<file path="config.mk">
export PLATFORM = sky130hd
export DESIGN_NAME = lpm_policy_ctrl
export DESIGN_NICKNAME = d
export VERILOG_FILES = /design/src/rtl/lpm_pkg.sv /design/src/rtl/lpm_mode_fsm.sv /design/src/rtl/lpm_policy_map.sv /design/src/rtl/lpm_clk_gate.sv /design/src/rtl/lpm_policy_ctrl.sv
export SDC_FILE = /design/constraint.sdc
export NUM_CORES = 1
export LEC_CHECK = 0
export ABC_AREA = 1
export BUFFER_PORTS_ARGS = -buffer_cell sky130_fd_sc_hd__buf_2
export CAP_MARGIN = 20
export CORE_ASPECT_RATIO = 1.25
export CORE_MARGIN = 4
export CORE_UTILIZATION = 35
export DETAILED_ROUTE_END_ITERATION = 10
export PLACE_DENSITY_LB_ADDON = 0.05
export SETUP_SLACK_MARGIN = 0.1
export SLEW_MARGIN = 20
export SYNTH_ARGS = -nofsm -noshare
export SYNTH_HDL_FRONTEND = slang
export SYNTH_SLANG_ARGS = --single-unit
</file>
<file path="constraint.sdc">
create_clock -name clk_i -period 2.2 [get_ports clk_i]
set_clock_uncertainty 0.1 [all_clocks]
set_input_delay 0.22 -clock clk_i [delete_from_list [all_inputs] [get_ports clk_i]]
set_output_delay 0.22 -clock clk_i [all_outputs]
set_load 0.02 [all_outputs]
</file>
<file path="src/rtl/lpm_pkg.sv">
package lpm_pkg;
  localparam int MODE_W = 4;
  localparam int LVL_W  = 2;
  localparam int SEL_W  = 2;
  localparam int DRV_W  = 2;

  typedef enum logic [MODE_W-1:0] {
    M_RUN0 = 4'd0, M_RUN1 = 4'd1, M_RUN2 = 4'd2,
    M_SLP0 = 4'd3, M_SLP1 = 4'd4, M_SLP2 = 4'd5,
    M_STP0 = 4'd6, M_STP1 = 4'd7, M_STP2 = 4'd8,
    M_SBY0 = 4'd9, M_SBY1 = 4'd10, M_SHDN = 4'd11
  } mode_e;

  localparam logic [MODE_W-1:0] REQ_SLEEP = 4'd3;
  localparam logic [MODE_W-1:0] REQ_STOP0 = 4'd4;
  localparam logic [MODE_W-1:0] REQ_SHDN  = 4'd9;
  localparam logic [MODE_W-1:0] REQ_OFS   = 4'd2;  // request code to mode code for stop/standby/shutdown

  localparam logic [SEL_W-1:0] ULP_32K = 2'd0;
  localparam logic [SEL_W-1:0] ULP_4M  = 2'd1;
  localparam logic [SEL_W-1:0] ULP_32M = 2'd2;

  localparam logic [DRV_W-1:0] DRV_OFF  = 2'd0;
  localparam logic [DRV_W-1:0] DRV_LOW  = 2'd1;
  localparam logic [DRV_W-1:0] DRV_RED  = 2'd2;
  localparam logic [DRV_W-1:0] DRV_FULL = 2'd3;

  typedef struct packed {
    logic             sysosc;
    logic             hfxt_ok;
    logic             cpu;
    logic             mclk;
    logic             mclk_fast;
    logic             ulp;
    logic [SEL_W-1:0] ulp_sel;
    logic             tim;
    logic [DRV_W-1:0] drive;
  } cfg_t;
endpackage

</file>
<file path="src/rtl/lpm_mode_fsm.sv">
module lpm_mode_fsm
  import lpm_pkg::*;
(
  input  logic              clk_i,
  input  logic              rst_ni,
  input  logic [MODE_W-1:0] req_i,
  input  logic              wfi_i,
  input  logic              wake_irq_i,
  input  logic              wake_aon_i,
  input  logic              wake_pin_i,
  output mode_e             mode_o,
  output logic [LVL_W-1:0]  lvl_o,
  output logic              ret_lost_o
);
  mode_e             mode_q, mode_d;
  logic [LVL_W-1:0]  lvl_q, lvl_d;
  logic              ret_q, ret_d;

  always_comb begin
    mode_d = mode_q;
    lvl_d  = lvl_q;
    ret_d  = ret_q;
    case (mode_q)
      M_RUN0, M_RUN1, M_RUN2: begin
        if (wfi_i) begin
          ret_d = 1'b0;
          if (req_i < REQ_SLEEP) begin
            lvl_d  = req_i[LVL_W-1:0];
            mode_d = mode_e'(req_i);
          end else if (req_i == REQ_SLEEP) begin
            mode_d = mode_e'(M_SLP0 + MODE_W'(lvl_q));
          end else if (req_i >= REQ_STOP0 && req_i <= REQ_SHDN) begin
            mode_d = mode_e'(req_i + REQ_OFS);
          end
        end
      end
      M_SLP0, M_SLP1, M_SLP2: begin
        if (wake_irq_i || wake_aon_i) mode_d = mode_e'(MODE_W'(lvl_q));
      end
      M_STP0, M_STP1, M_STP2, M_SBY0, M_SBY1: begin
        if (wake_aon_i) mode_d = mode_e'(MODE_W'(lvl_q));
      end
      M_SHDN: begin
        if (wake_pin_i) begin
          mode_d = M_RUN0;
          lvl_d  = '0;
          ret_d  = 1'b1;
        end
      end
      default: begin
        mode_d = M_RUN0;
        lvl_d  = '0;
      end
    endcase
  end

  always_ff @(posedge clk_i or negedge rst_ni) begin
    if (!rst_ni) begin
      mode_q <= M_RUN0;
      lvl_q  <= '0;
      ret_q  <= 1'b0;
    end else begin
      mode_q <= mode_d;
      lvl_q  <= lvl_d;
      ret_q  <= ret_d;
    end
  end

  assign mode_o     = mode_q;
  assign lvl_o      = lvl_q;
  assign ret_lost_o = ret_q;
endmodule

</file>
<file path="src/rtl/lpm_policy_map.sv">
module lpm_policy_map
  import lpm_pkg::*;
(
  input  mode_e            mode_i,
  input  logic [LVL_W-1:0] lvl_i,
  output cfg_t             cfg_o
);
  logic lvl0, lvl2;
  assign lvl0 = (lvl_i == '0);
  assign lvl2 = (lvl_i == LVL_W'(2));

  always_comb begin
    cfg_o = '0;
    case (mode_i)
      M_RUN0, M_RUN1, M_RUN2, M_SLP0, M_SLP1, M_SLP2: begin
        cfg_o.cpu       = (mode_i <= M_RUN2);
        cfg_o.mclk      = 1'b1;
        cfg_o.mclk_fast = lvl0;
        cfg_o.sysosc    = !lvl2;
        cfg_o.hfxt_ok   = lvl0;
        cfg_o.ulp       = 1'b1;
        cfg_o.ulp_sel   = lvl0 ? ULP_32M : ULP_32K;
        cfg_o.tim       = 1'b1;
        cfg_o.drive     = DRV_FULL;
      end
      M_STP0: begin
        // entry run level picks the stop-0 flavour
        cfg_o.sysosc  = !lvl2;
        cfg_o.ulp     = 1'b1;
        cfg_o.ulp_sel = lvl0 ? ULP_4M : ULP_32K;
        cfg_o.tim     = 1'b1;
        cfg_o.drive   = DRV_RED;
      end
      M_STP1: begin
        cfg_o.sysosc  = 1'b1;
        cfg_o.ulp     = 1'b1;
        cfg_o.ulp_sel = ULP_4M;
        cfg_o.tim     = 1'b1;
        cfg_o.drive   = DRV_RED;
      end
      M_STP2: begin
        cfg_o.ulp     = 1'b1;
        cfg_o.ulp_sel = ULP_32K;
        cfg_o.tim     = 1'b1;
        cfg_o.drive   = DRV_RED;
      end
      M_SBY0, M_SBY1: begin
        cfg_o.tim   = (mode_i == M_SBY1);
        cfg_o.drive = DRV_LOW;
      end
      default: cfg_o = '0;
    endcase
  end
endmodule

</file>
<file path="src/rtl/lpm_clk_gate.sv">
module lpm_clk_gate
  import lpm_pkg::*;
(
  input  logic clk_i,
  input  logic rst_ni,
  input  cfg_t cfg_i,
  input  logic hfxt_req_i,
  input  logic osc_rdy_i,
  output cfg_t cfg_o
);
  cfg_t d, q;

  always_comb begin
    d           = cfg_i;
    d.cpu       = cfg_i.cpu  && (!cfg_i.mclk_fast || osc_rdy_i);
    d.mclk      = cfg_i.mclk && (!cfg_i.mclk_fast || osc_rdy_i);
    d.ulp       = cfg_i.ulp  && ((cfg_i.ulp_sel == ULP_32K) || osc_rdy_i);
    d.hfxt_ok   = cfg_i.hfxt_ok && hfxt_req_i;
  end

  // enables change only at the clock edge
  always_ff @(posedge clk_i or negedge rst_ni) begin
    if (!rst_ni) begin
      q        <= '0;
      q.sysosc <= 1'b1;
      q.drive  <= DRV_FULL;
    end else begin
      q <= d;
    end
  end

  assign cfg_o = q;
endmodule

</file>
<file path="src/rtl/lpm_policy_ctrl.sv">
module lpm_policy_ctrl
  import lpm_pkg::*;
(
  input  logic              clk_i,
  input  logic              rst_ni,
  input  logic [MODE_W-1:0] req_mode_i,
  input  logic              wfi_i,
  input  logic              wake_irq_i,
  input  logic              wake_aon_i,
  input  logic              wake_pin_i,
  input  logic              hfxt_req_i,
  input  logic              osc_rdy_i,
  output logic              sysosc_en_o,
  output logic              hfxt_en_o,
  output logic              cpuclk_en_o,
  output logic              mclk_en_o,
  output logic              mclk_fast_o,
  output logic              ulpclk_en_o,
  output logic [SEL_W-1:0]  ulpclk_sel_o,
  output logic              tim_clk_en_o,
  output logic [DRV_W-1:0]  reg_drive_o,
  output logic              retention_lost_o,
  output logic [MODE_W-1:0] mode_o,
  output logic [LVL_W-1:0]  run_level_o
);
  mode_e            mode;
  logic [LVL_W-1:0] lvl;
  cfg_t             cfg_raw, cfg_q;

  lpm_mode_fsm u_fsm (
    .clk_i      (clk_i),
    .rst_ni     (rst_ni),
    .req_i      (req_mode_i),
    .wfi_i      (wfi_i),
    .wake_irq_i (wake_irq_i),
    .wake_aon_i (wake_aon_i),
    .wake_pin_i (wake_pin_i),
    .mode_o     (mode),
    .lvl_o      (lvl),
    .ret_lost_o (retention_lost_o)
  );

  lpm_policy_map u_map (
    .mode_i (mode),
    .lvl_i  (lvl),
    .cfg_o  (cfg_raw)
  );

  lpm_clk_gate u_gate (
    .clk_i      (clk_i),
    .rst_ni     (rst_ni),
    .cfg_i      (cfg_raw),
    .hfxt_req_i (hfxt_req_i),
    .osc_rdy_i  (osc_rdy_i),
    .cfg_o      (cfg_q)
  );

  assign sysosc_en_o  = cfg_q.sysosc;
  assign hfxt_en_o    = cfg_q.hfxt_ok;
  assign cpuclk_en_o  = cfg_q.cpu;
  assign mclk_en_o    = cfg_q.mclk;
  assign mclk_fast_o  = cfg_q.mclk_fast;
  assign ulpclk_en_o  = cfg_q.ulp;
  assign ulpclk_sel_o = cfg_q.ulp_sel;
  assign tim_clk_en_o = cfg_q.tim;
  assign reg_drive_o  = cfg_q.drive;
  assign mode_o       = mode;
  assign run_level_o  = lvl;
endmodule

</file>
==> key figures, run 1 <==
Floorplan
  – Die area: 3990 um2
  – Initial Util: 36.4%
  – # rows: 22
  – I/O Pins: 30
  – Chip height: 69.6 um
  – Core area: 2920 um2
  – Die Width: 57.3 um

Setup path
  – Worst setup EP type: flip-flop
  – CP top delay family: simple AND/OR/NAND/NOR gates
  – Worst Path Buf+Inv: 1
  – Internal reg-to-reg setup slack: 550 ps
  – R2R cell count: 9
  – CP Class: reg -> reg
  – Most frequent cell on the critical path: nand2_2
  – Maximum fanout along the worst path: 8
  – Largest stage delay, worst path: 490 ps
  – Reg-to-reg endpoint: u_fsm.mode_o[3]
  – CP Launch Point: u_fsm.mode_o[2]
  – Slowest-stage cell, CP: dfrtp_1
  – Crit start category: flip-flop
  – Worst R2R Start: u_fsm.mode_o[2]
  – Crit-path cells: nor2_1 -> nand2_2 -> inv_2 -> nand2_2 -> nand3_2 -> nor2_2 -> nand2_2 -> nand2_1 -> nand2_1
  – Critical Path AT: 1780 ps
  – Required time worst endpoint: 2330 ps

Finish
  – Share of cells above drive strength 1: 26.3%
  – N_diodes: 0
  – Synth-to-Final Area Change: 21.3%
  – Final #Nets: 202

Hold path
  – Hold Crit Depth: 3
  – Hold Path End: u_gate.cfg_o[9]
  – Min-delay src: hfxt_req_i
  – Worst Hold Class: in -> reg

Timing
  – Tmin final: 1650 ps
  – Max Fclk: 607 MHz
  – Hold Fails Final Rpt: 0
  – Fin. max-slew vios: 0
  – Worst slew pin tran: 414 ps
  – Max_slew headroom: 72.2%
  – Final setup vio count: 0
  – Final period util: 74.8%
  – RSZ-0062 raised after global routing: false
  – Setup_tns: 0 ps

Synth
  – Post-synthesis sequential area ratio: 42.8%
  – Yosys reg bits: 18
  – Synthesized instance count: 152
  – Synth Cell Area: 1060 um2
  – Post-synth top area share: 35.3%
  – Synth top area cells: dfrtp_1, nand2_1, inv_1
  – Syn avg cell area: 6.99 um2
  – Count of cell types in the netlist: 19
  – Dominant cell type by area after synthesis: dfrtp_1
  – Syn_nets: 167
  – Number of synthesis warnings: 0

Clocking
  – Clock tree sinks: 18
  – Num CTS Buffers: 3
  – Clock buffer depth: 2
  – Clk Tree Root Cell: clkbuf_4
  – Number of post-CTS setup repair buffers: 0
  – Clock tree from TritonCTS: yes
  – Later-pin clock latency in the skew report: 290 ps
  – CTS H-tree depth: 1
  – Clock transition at the registers of the reported paths: 110 ps

Detailed routing
  – M1 WL: 1050 um
  – Initial DRC count: 14
  – DR WL met3: 119 um
  – Drt total wl: 2430 um
  – Top Layer Used: met4
  – Met2 WL: 1200 um
  – Vias/cell: 4.67
  – First drt pass iteration count: 4
  – Vias: 1,037
  – DRC viols: 0
  – WL per Instance: 11.0 um
  – Antenna Nets Post-Route: 0

Place
  – RePlAce Congestion: 0.952
  – # port buffers: 29
  – DPL Wire Length: 2010 um

GRT
  – First-pass GRT wire length: 3990 um
  – All-Layer GR Usage: 12.5%
  – Largest net degree at the start of global routing: 19
  – Initial antenna violation count: 0
  – Vias in the first global route: 939
  – Total global routing overflow: 0

Power and ir drop
  – Final Power: 1710 uW
  – Leak: 0.000762 uW
  – Pwr per Cell Area: 1330 nW/um2
  – VDD IR-drop max: 0.580 mV

Run
  – Max cap viols: 0

Outcome
  – Status: completed
flip-flops by register name, summed over array words and instances (netlist names):
signal and flops:
u_gate.cfg_o 11, u_fsm.mode_o 4, u_fsm.lvl_o 2, u_fsm.ret_lost_o 1
repair_timing:
action                    in CTS  in global routing
hold buffers                   1                  0
hold endpoints to repair      15                  0
gates resized for setup        0                  0
cell usage in the layout (no fill, tap or decap), types with 2 or more instances in the layout:
master	synthesis	layout
nand2_1	46	46
buf_2	0	29
inv_1	25	25
nor2_1	19	19
dfrtp_1	15	15
o21ai_0	10	10
nand3_1	9	9
nand2_2	5	5
nor2_2	4	4
a21oi_1	4	4
ha_1	3	3
clkbuf_4	0	3
dfstp_2	3	3
inv_2	2	2
logic make-up after synthesis:
family	share of synthesized area (%)
and+or+nand+nor	35.1
buffers and inverters	9.54
DFF	42.8
AOI/OAI and AO/OA	9.07
adders and majority gates	3.53
worst max-delay path by stage:
stage                      end  slack (ps)  cells past startpoint
6_report       u_fsm.mode_o[3]         550                      9
5_1_grt        u_fsm.mode_o[3]         450                      9
4_1_cts        u_fsm.mode_o[0]         580                      9
3_5_place_dp   u_fsm.mode_o[0]         600                      9
3_3_place_gp   u_fsm.mode_o[3]         580                      9
2_1_floorplan  u_fsm.mode_o[0]         720                      9
final cells by class:
class                   count  area [um2]
clock buffers               4        26.3
fillers                   339        1630
inverters                  27         101
multi-input cells         107         507
flip-flops and latches     18         454
well taps                  36        45.0
repair buffers             30         155
worst register-to-register path: stages (launching register included):
cell,delay [ps]
dfrtp_1,490
nor2_1,280
nand2_2,170
inv_2,150
nand2_2,60
nand3_2,60
nor2_2,50
nand2_2,90
nand2_1,60
nand2_1,80
metal layers:
metal,track usage (%),up-vias
met5,0,-
met4,4.90,0
met3,2.42,6
met2,22.1,24
met1,14.4,472
li1,-,535
cells in the mapped netlist:
cell	n
dfstp_2	3
nor2_1	19
o31ai_1	1
o211a_1	1
nand4_1	1
nand2_1	46
nand3_1	9
o21ai_0	10
nand2_2	5
a21oi_1	4
nor3_1	1
dfrtp_1	15
inv_2	2
ha_1	3
nor2_2	4
inv_1	25
nand3_2	1
a21oi_2	1
or2_2	1
stage by stage:
stage	hold slack, ps	util, %	setup slack, ps	cell area (um2)	instances
after floorplan	-176	-	722	1060	152
after global placement	67.7	42.9	581	1250	217
after detailed placement	68.3	42.9	604	1250	217
after CTS	26.2	44.2	579	1290	222
after global routing	35.6	44.2	451	1290	222
final	36.9	44.2	553	1290	222
power breakdown:
group | total, uW | internal, uW | leakage (uW) | switching (uW)
Clock | 170 | 70.3 | 0.0000150 | 99.5
Sequential | 577 | 479 | 0.000219 | 97.7
Combinational | 963 | 305 | 0.000529 | 658
Total | 1710 | 854 | 0.000762 | 855
Note: power is estimated with default switching activity, not from simulation.
==> run 2: changes to the inputs <==
==> constraint.sdc (replaced) <==
create_clock -name clk_i -period 1.6 [get_ports clk_i]
set_clock_uncertainty 0.1 [all_clocks]
set_input_delay 0.16 -clock clk_i [delete_from_list [all_inputs] [get_ports clk_i]]
set_output_delay 0.16 -clock clk_i [all_outputs]
set_load 0.02 [all_outputs]
==> run 2 against run 1 <==
- via count up 3.7%
- power is 59% higher
- sequential share of layout area is 3.8 points lower
- worst hold slack lost 23 ps
- first-iteration DRC count rose by 36%
- critical path type is now reg -> out
- largest power group unchanged
==> key figures, run 2 (synthesis gave the netlist of run 1 again) <==
Outcome
  – Status: completed

Floorplan
  – Die area: 3990 um2
  – I/O Pins: 30
  – Initial Util: 36.4%
  – # rows: 22
  – Chip height: 69.6 um
  – Core area: 2920 um2
  – Die Width: 57.3 um

Timing
  – Max_slew headroom: 71.1%
  – Final setup vio count: 0
  – Final period util: 91.8%
  – Worst slew pin tran: 430 ps
  – Tmin final: 1470 ps
  – Fin. max-slew vios: 0
  – Hold Fails Final Rpt: 0
  – Setup_tns: 0 ps
  – RSZ-0062 raised after global routing: true
  – Max Fclk: 681 MHz

Finish
  – Most frequent cells in the layout: nand2_1, buf_2, inv_1
  – Fillcell total: 327
  – Commonest non-fill, non-tap cell in the layout: nand2_1
  – Max FFs per register: 11
  – Final #Nets: 213
  – Synth-to-Final Area Change: 37.3%
  – N_diodes: 0
  – Share of cells above drive strength 1: 42.6%

Hold path
  – Worst Hold Class: in -> reg

Run
  – Max cap viols: 0

GRT
  – Vias in the first global route: 1,047
  – Total global routing overflow: 0
  – Largest net degree at the start of global routing: 19
  – Initial antenna violation count: 0
  – First-pass GRT wire length: 4410 um
  – All-Layer GR Usage: 13.8%

Power and ir drop
  – Switch share: 49.0%
  – Clock power share: 8.6%
  – Sw power: 1330 uW
  – Seq pwr share: 29.6%
  – Leak: 0.000826 uW
  – VDD IR-drop max: 0.705 mV
  – Pwr per Cell Area: 1870 nW/um2
  – Pint: 1390 uW
  – Final Power: 2720 uW
  – Combinational Power Share: 61.8%

Clocking
  – Clock tree sinks: 18
  – Clock transition at the registers of the reported paths: 110 ps
  – Clock buffer depth: 2
  – CTS H-tree depth: 1
  – Clock tree from TritonCTS: yes
  – Later-pin clock latency in the skew report: 280 ps
  – Num CTS Buffers: 3
  – Clk Tree Root Cell: clkbuf_4

Place
  – # port buffers: 29
  – RePlAce Congestion: 0.968
  – DPL Wire Length: 2120 um

Setup path
  – Crit start category: flip-flop
  – Largest stage delay, worst path: 490 ps
  – Crit-path cells: buf_4 -> buf_4 -> buf_2
  – CP Class: reg -> out
  – Required time worst endpoint: 1340 ps
  – Most frequent cell on the critical path: buf_4
  – Critical Path AT: 1210 ps
  – Worst setup EP type: primary output
  – Maximum fanout along the worst path: 7
  – Slowest-stage cell, CP: dfrtp_2

Detailed routing
  – Vias: 1,075
  – WL per Instance: 11.5 um
  – First drt pass iteration count: 4
  – Initial DRC count: 19
  – Vias/cell: 4.61
  – Antenna Nets Post-Route: 0
  – DRC viols: 0
  – Drt total wl: 2670 um
run 2: changes by cell type in the layout (fill, tap and decap cells not counted), moves of 2 or more:
cell	previous run	this run
buf_4	0	9
nand2_1	46	37
nand2_2	5	12
inv_1	25	20
nor2_1	19	14
dfrtp_1	15	11
dfrtp_2	0	4
inv_4	0	3
nor2_4	0	3
inv_2	2	4
nand2_4	0	2
nor2_2	4	6
run 2: worst paths after layout:
kind / startpoint / end / slack (ps) / depth (start not counted)
setup / recovery: u_fsm.mode_o[2] / mode_o[2] / 130 / 3
hold / removal: osc_rdy_i / u_gate.cfg_o[8] / 10 / 3
setup reg to reg: u_fsm.mode_o[1] / u_fsm.mode_o[1] / 130 / 8
hold reg to reg: u_fsm.ret_lost_o / u_fsm.ret_lost_o / 420 / 2
max in group asynchronous: rst_ni / u_gate.cfg_o[1] / 870 / 2
min in group asynchronous: rst_ni / u_gate.cfg_o[2] / 210 / 2
run 2: critical path: cells and delay by family (launching register included):
kind / cells / cell delay (ps)
buffers and inverters: 3 / 430
flip-flops: 1 / 490
run 2: area by class of cell:
| type | instances | area (um2) | share of cell area [%] |
|---|---|---|---|
| multi-input cells | 107 | 576 | 39.5 |
| clock buffers | 4 | 26.3 | 1.80 |
| repair buffers | 41 | 244 | 16.7 |
| inverters | 27 | 109 | 7.46 |
| well taps | 36 | 45.0 | 3.09 |
| flip-flops and latches | 18 | 459 | 31.5 |
run 2: timing repair:
| item | CTS | global route |
|---|---|---|
| hold buffers | 2 | 0 |
| setup endpoints to repair | 7 | 8 |
| hold endpoints to repair | 16 | 0 |
| buffers inserted | 2 | 3 |
| cloned | 0 | 0 |
| pin swaps | 0 | 10 |
| gates resized for setup | 4 | 31 |
run 2: metal layers:
| layer | vias up | global-route usage (%) | wire, um |
|---|---|---|---|
| li1 | 560 | - | - |
| met5 | - | 0 | 0 |
| met1 | 487 | 16.7 | 1070 |
| met2 | 22 | 24.7 | 1400 |
| met3 | 6 | 2.23 | 130 |
| met4 | 0 | 3.61 | 65 |
run 2: per-stage QoR:
stage	util [%]	setup WS (ps)	instances	hold WS, ps	area [um2]
after global routing	50.0	9.17	233	21.4	1460
after detailed placement	44.2	21.0	222	17.5	1290
final	50.0	132	233	13.9	1460
after global placement	44.2	0.712	222	9.97	1290
after CTS	46.5	88.8	230	16.3	1360
after floorplan	-	122	152	-236	1060
run 2: power by group through the flow:
stage	sequential, uW	clock [uW]	combinational, uW
5_1_grt	838	278	1860
3_3_place_gp	788	0	1450
3_5_place_dp	795	0	1440
6_report	807	234	1680
2_1_floorplan	1020	0	716
4_1_cts	788	248	1490
==> run 3: changes to the inputs <==
--- a/config.mk
+++ b/config.mk
@@ -8,8 +8,6 @@
 export ABC_AREA = 1
 export BUFFER_PORTS_ARGS = -buffer_cell sky130_fd_sc_hd__buf_2
 export CAP_MARGIN = 20
-export CORE_ASPECT_RATIO = 1.25
-export CORE_MARGIN = 4
 export CORE_UTILIZATION = 35
 export DETAILED_ROUTE_END_ITERATION = 10
 export PLACE_DENSITY_LB_ADDON = 0.05
==> run 3 against run 2 <==
- the flow now finishes with violations (DRC)
- sequential cell count did not move
- register-to-register slack worse by 30 ps
- clock power increased by 22%
- non-clock buffer count up 7
- critical endpoint is now u_fsm.mode_o[1]
==> key figures, run 3 (synthesis gave the netlist of run 1 again) <==
GRT
  – First-pass GRT wire length: 4260 um
  – Initial antenna violation count: 0
  – Total global routing overflow: 0
  – Vias in the first global route: 1,009
  – Largest net degree at the start of global routing: 19
  – All-Layer GR Usage: 17.2%

Floorplan
  – # rows: 19
  – Die area: 3260 um2
  – Die Width: 57.1 um
  – Chip height: 57.1 um
  – Core area: 2810 um2
  – Initial Util: 37.9%
  – I/O Pins: 30

Place
  – Placed inst area: 1280 um2
  – # port buffers: 29
  – DPL Wire Length: 1960 um
  – RePlAce Congestion: 0.911

Finish
  – Commonest non-fill, non-tap cell in the layout: nand2_1
  – Multi-input gate area: 611 um2
  – Register Area: 459 um2
  – Synth-to-Final Area Change: 45.7%
  – N_diodes: 0
  – Design Area, Final: 1550 um2
  – Fillcell total: 282
  – Share of cells above drive strength 1: 47.5%
  – Max FFs per register: 11
  – Most frequent cells in the layout: nand2_1, buf_2, inv_1
  – Final #Nets: 220

Setup path
  – Slowest-stage cell, CP: dfrtp_2
  – Crit start category: flip-flop
  – Maximum fanout along the worst path: 6
  – Largest stage delay, worst path: 480 ps
  – Worst R2R Start: u_fsm.mode_o[2]
  – Crit-path cells: buf_4 -> nand3_2 -> a21oi_2 -> buf_4 -> nor2_4 -> nand2_2 -> nand2_1 -> nand2_1
  – Critical Path AT: 1640 ps
  – Required time worst endpoint: 1740 ps
  – Internal reg-to-reg setup slack: 100 ps
  – R2R cell count: 8
  – Reg-to-reg endpoint: u_fsm.mode_o[1]
  – Worst setup EP type: flip-flop
  – Worst Path Buf+Inv: 2
  – CP Class: reg -> reg
  – CP top delay family: flip-flops

Timing
  – RSZ-0062 raised after global routing: true
  – Tmin final: 1500 ps
  – Final setup vio count: 0
  – Final period util: 93.8%
  – Worst slew pin tran: 395 ps
  – Setup_tns: 0 ps
  – Max_slew headroom: 73.5%
  – Max Fclk: 666 MHz
  – Fin. max-slew vios: 0
  – Hold Fails Final Rpt: 0

Clocking
  – Num CTS Buffers: 3
  – Clock tree sinks: 18
  – Clock transition at the registers of the reported paths: 110 ps
  – Later-pin clock latency in the skew report: 290 ps
  – Clk Tree Root Cell: clkbuf_4
  – Clock buffer depth: 2
  – Clock tree from TritonCTS: yes
  – CTS H-tree depth: 1

Detailed routing
  – WL per Instance: 12.1 um
  – Drt total wl: 2850 um
  – Vias/cell: 4.83
  – Initial DRC count: 24
  – Antenna Nets Post-Route: 0
  – DRC viols: 8
  – Vias: 1,134
  – First drt pass iteration count: 8

Power and ir drop
  – Pwr per Cell Area: 1910 nW/um2
  – VDD IR-drop max: 0.904 mV
  – Leak: 0.000874 uW

Hold path
  – Hold Crit Depth: 3
  – Worst Hold Class: in -> reg
  – Hold Path End: u_gate.cfg_o[8]
  – Min-delay src: osc_rdy_i

Outcome
  – Violated checks: DRC
  – Status: finished with violations

Run
  – Max cap viols: 0
==> run 3: how the worst max path moves through the flow <==
| stage | startpoint | slack [ps] | cells after the start | endpoint |
|---|---|---|---|---|
| floorplan | u_fsm.mode_o[0] | 120 | 9 | u_fsm.mode_o[0] |
| global placement | u_fsm.mode_o[0] | 50 | 9 | u_fsm.mode_o[1] |
| detailed placement | u_fsm.mode_o[2] | 3 | 8 | u_fsm.mode_o[1] |
| CTS | u_fsm.mode_o[2] | 100 | 9 | u_fsm.mode_o[1] |
| global route | u_fsm.mode_o[2] | 30 | 9 | u_fsm.mode_o[1] |
| finish | u_fsm.mode_o[2] | 100 | 8 | u_fsm.mode_o[1] |
==> run 3: per-stage QoR <==
step	hold WS [ps]	utilization, %	worst slack (ps)	total power [uW]	cells
after floorplan	-236	-	122	1730	152
after global placement	5.91	45.8	51.3	2220	217
after detailed placement	12.3	45.8	2.67	2220	217
after CTS	14.3	49.7	99.9	2610	225
after global routing	34.3	55.2	26.5	3180	235
final	5.01	55.2	99.4	2950	235
==> run 3: per-layer routing <==
layer | wire length, um | part of all wire [%] | global-route usage [%] | vias up
li1 | - | - | - | 571
met1 | 1240 | 44 | 21.8 | 525
met2 | 1450 | 51 | 30.1 | 28
met3 | 87 | 3.1 | 2.72 | 10
met4 | 72 | 2.5 | 5.23 | 0
met5 | 0 | 0 | 0 | -
==> run 3: power breakdown <==
part	internal (uW)	switching, uW
Combinational	706	1160
Clock	139	146
Sequential	667	141
==> run 3: cell type report <==
| type | count | share of cell area [%] |
|---|---|---|
| Tap cell | 31 | 2.51 |
| Sequential cell | 18 | 29.7 |
| Multi-Input combinational cell | 107 | 39.5 |
| Clock buffer | 4 | 2.34 |
| Inverter | 27 | 6.87 |
| Timing Repair Buffer | 48 | 19.2 |
==> run 3: worst register-to-register path: cells and delay by family, from the launching register on <==
family | cells | cell delay, ps
AND/OR/NAND/NOR | 5 | 370
AO/OA/AOI/OAI | 1 | 200
flip-flops | 1 | 480
buffers and inverters | 2 | 290
==> run 3: what timing repair did <==
| action | 4_1_cts | 5_1_grt |
|---|---|---|
| buffers inserted | 2 | 10 |
| endpoints found under the setup margin | 8 | 8 |
| resized for setup | 13 | 30 |
| pin swaps | 3 | 15 |
| hold endpoints to repair | 19 | 0 |
| hold buffers | 2 | 0 |
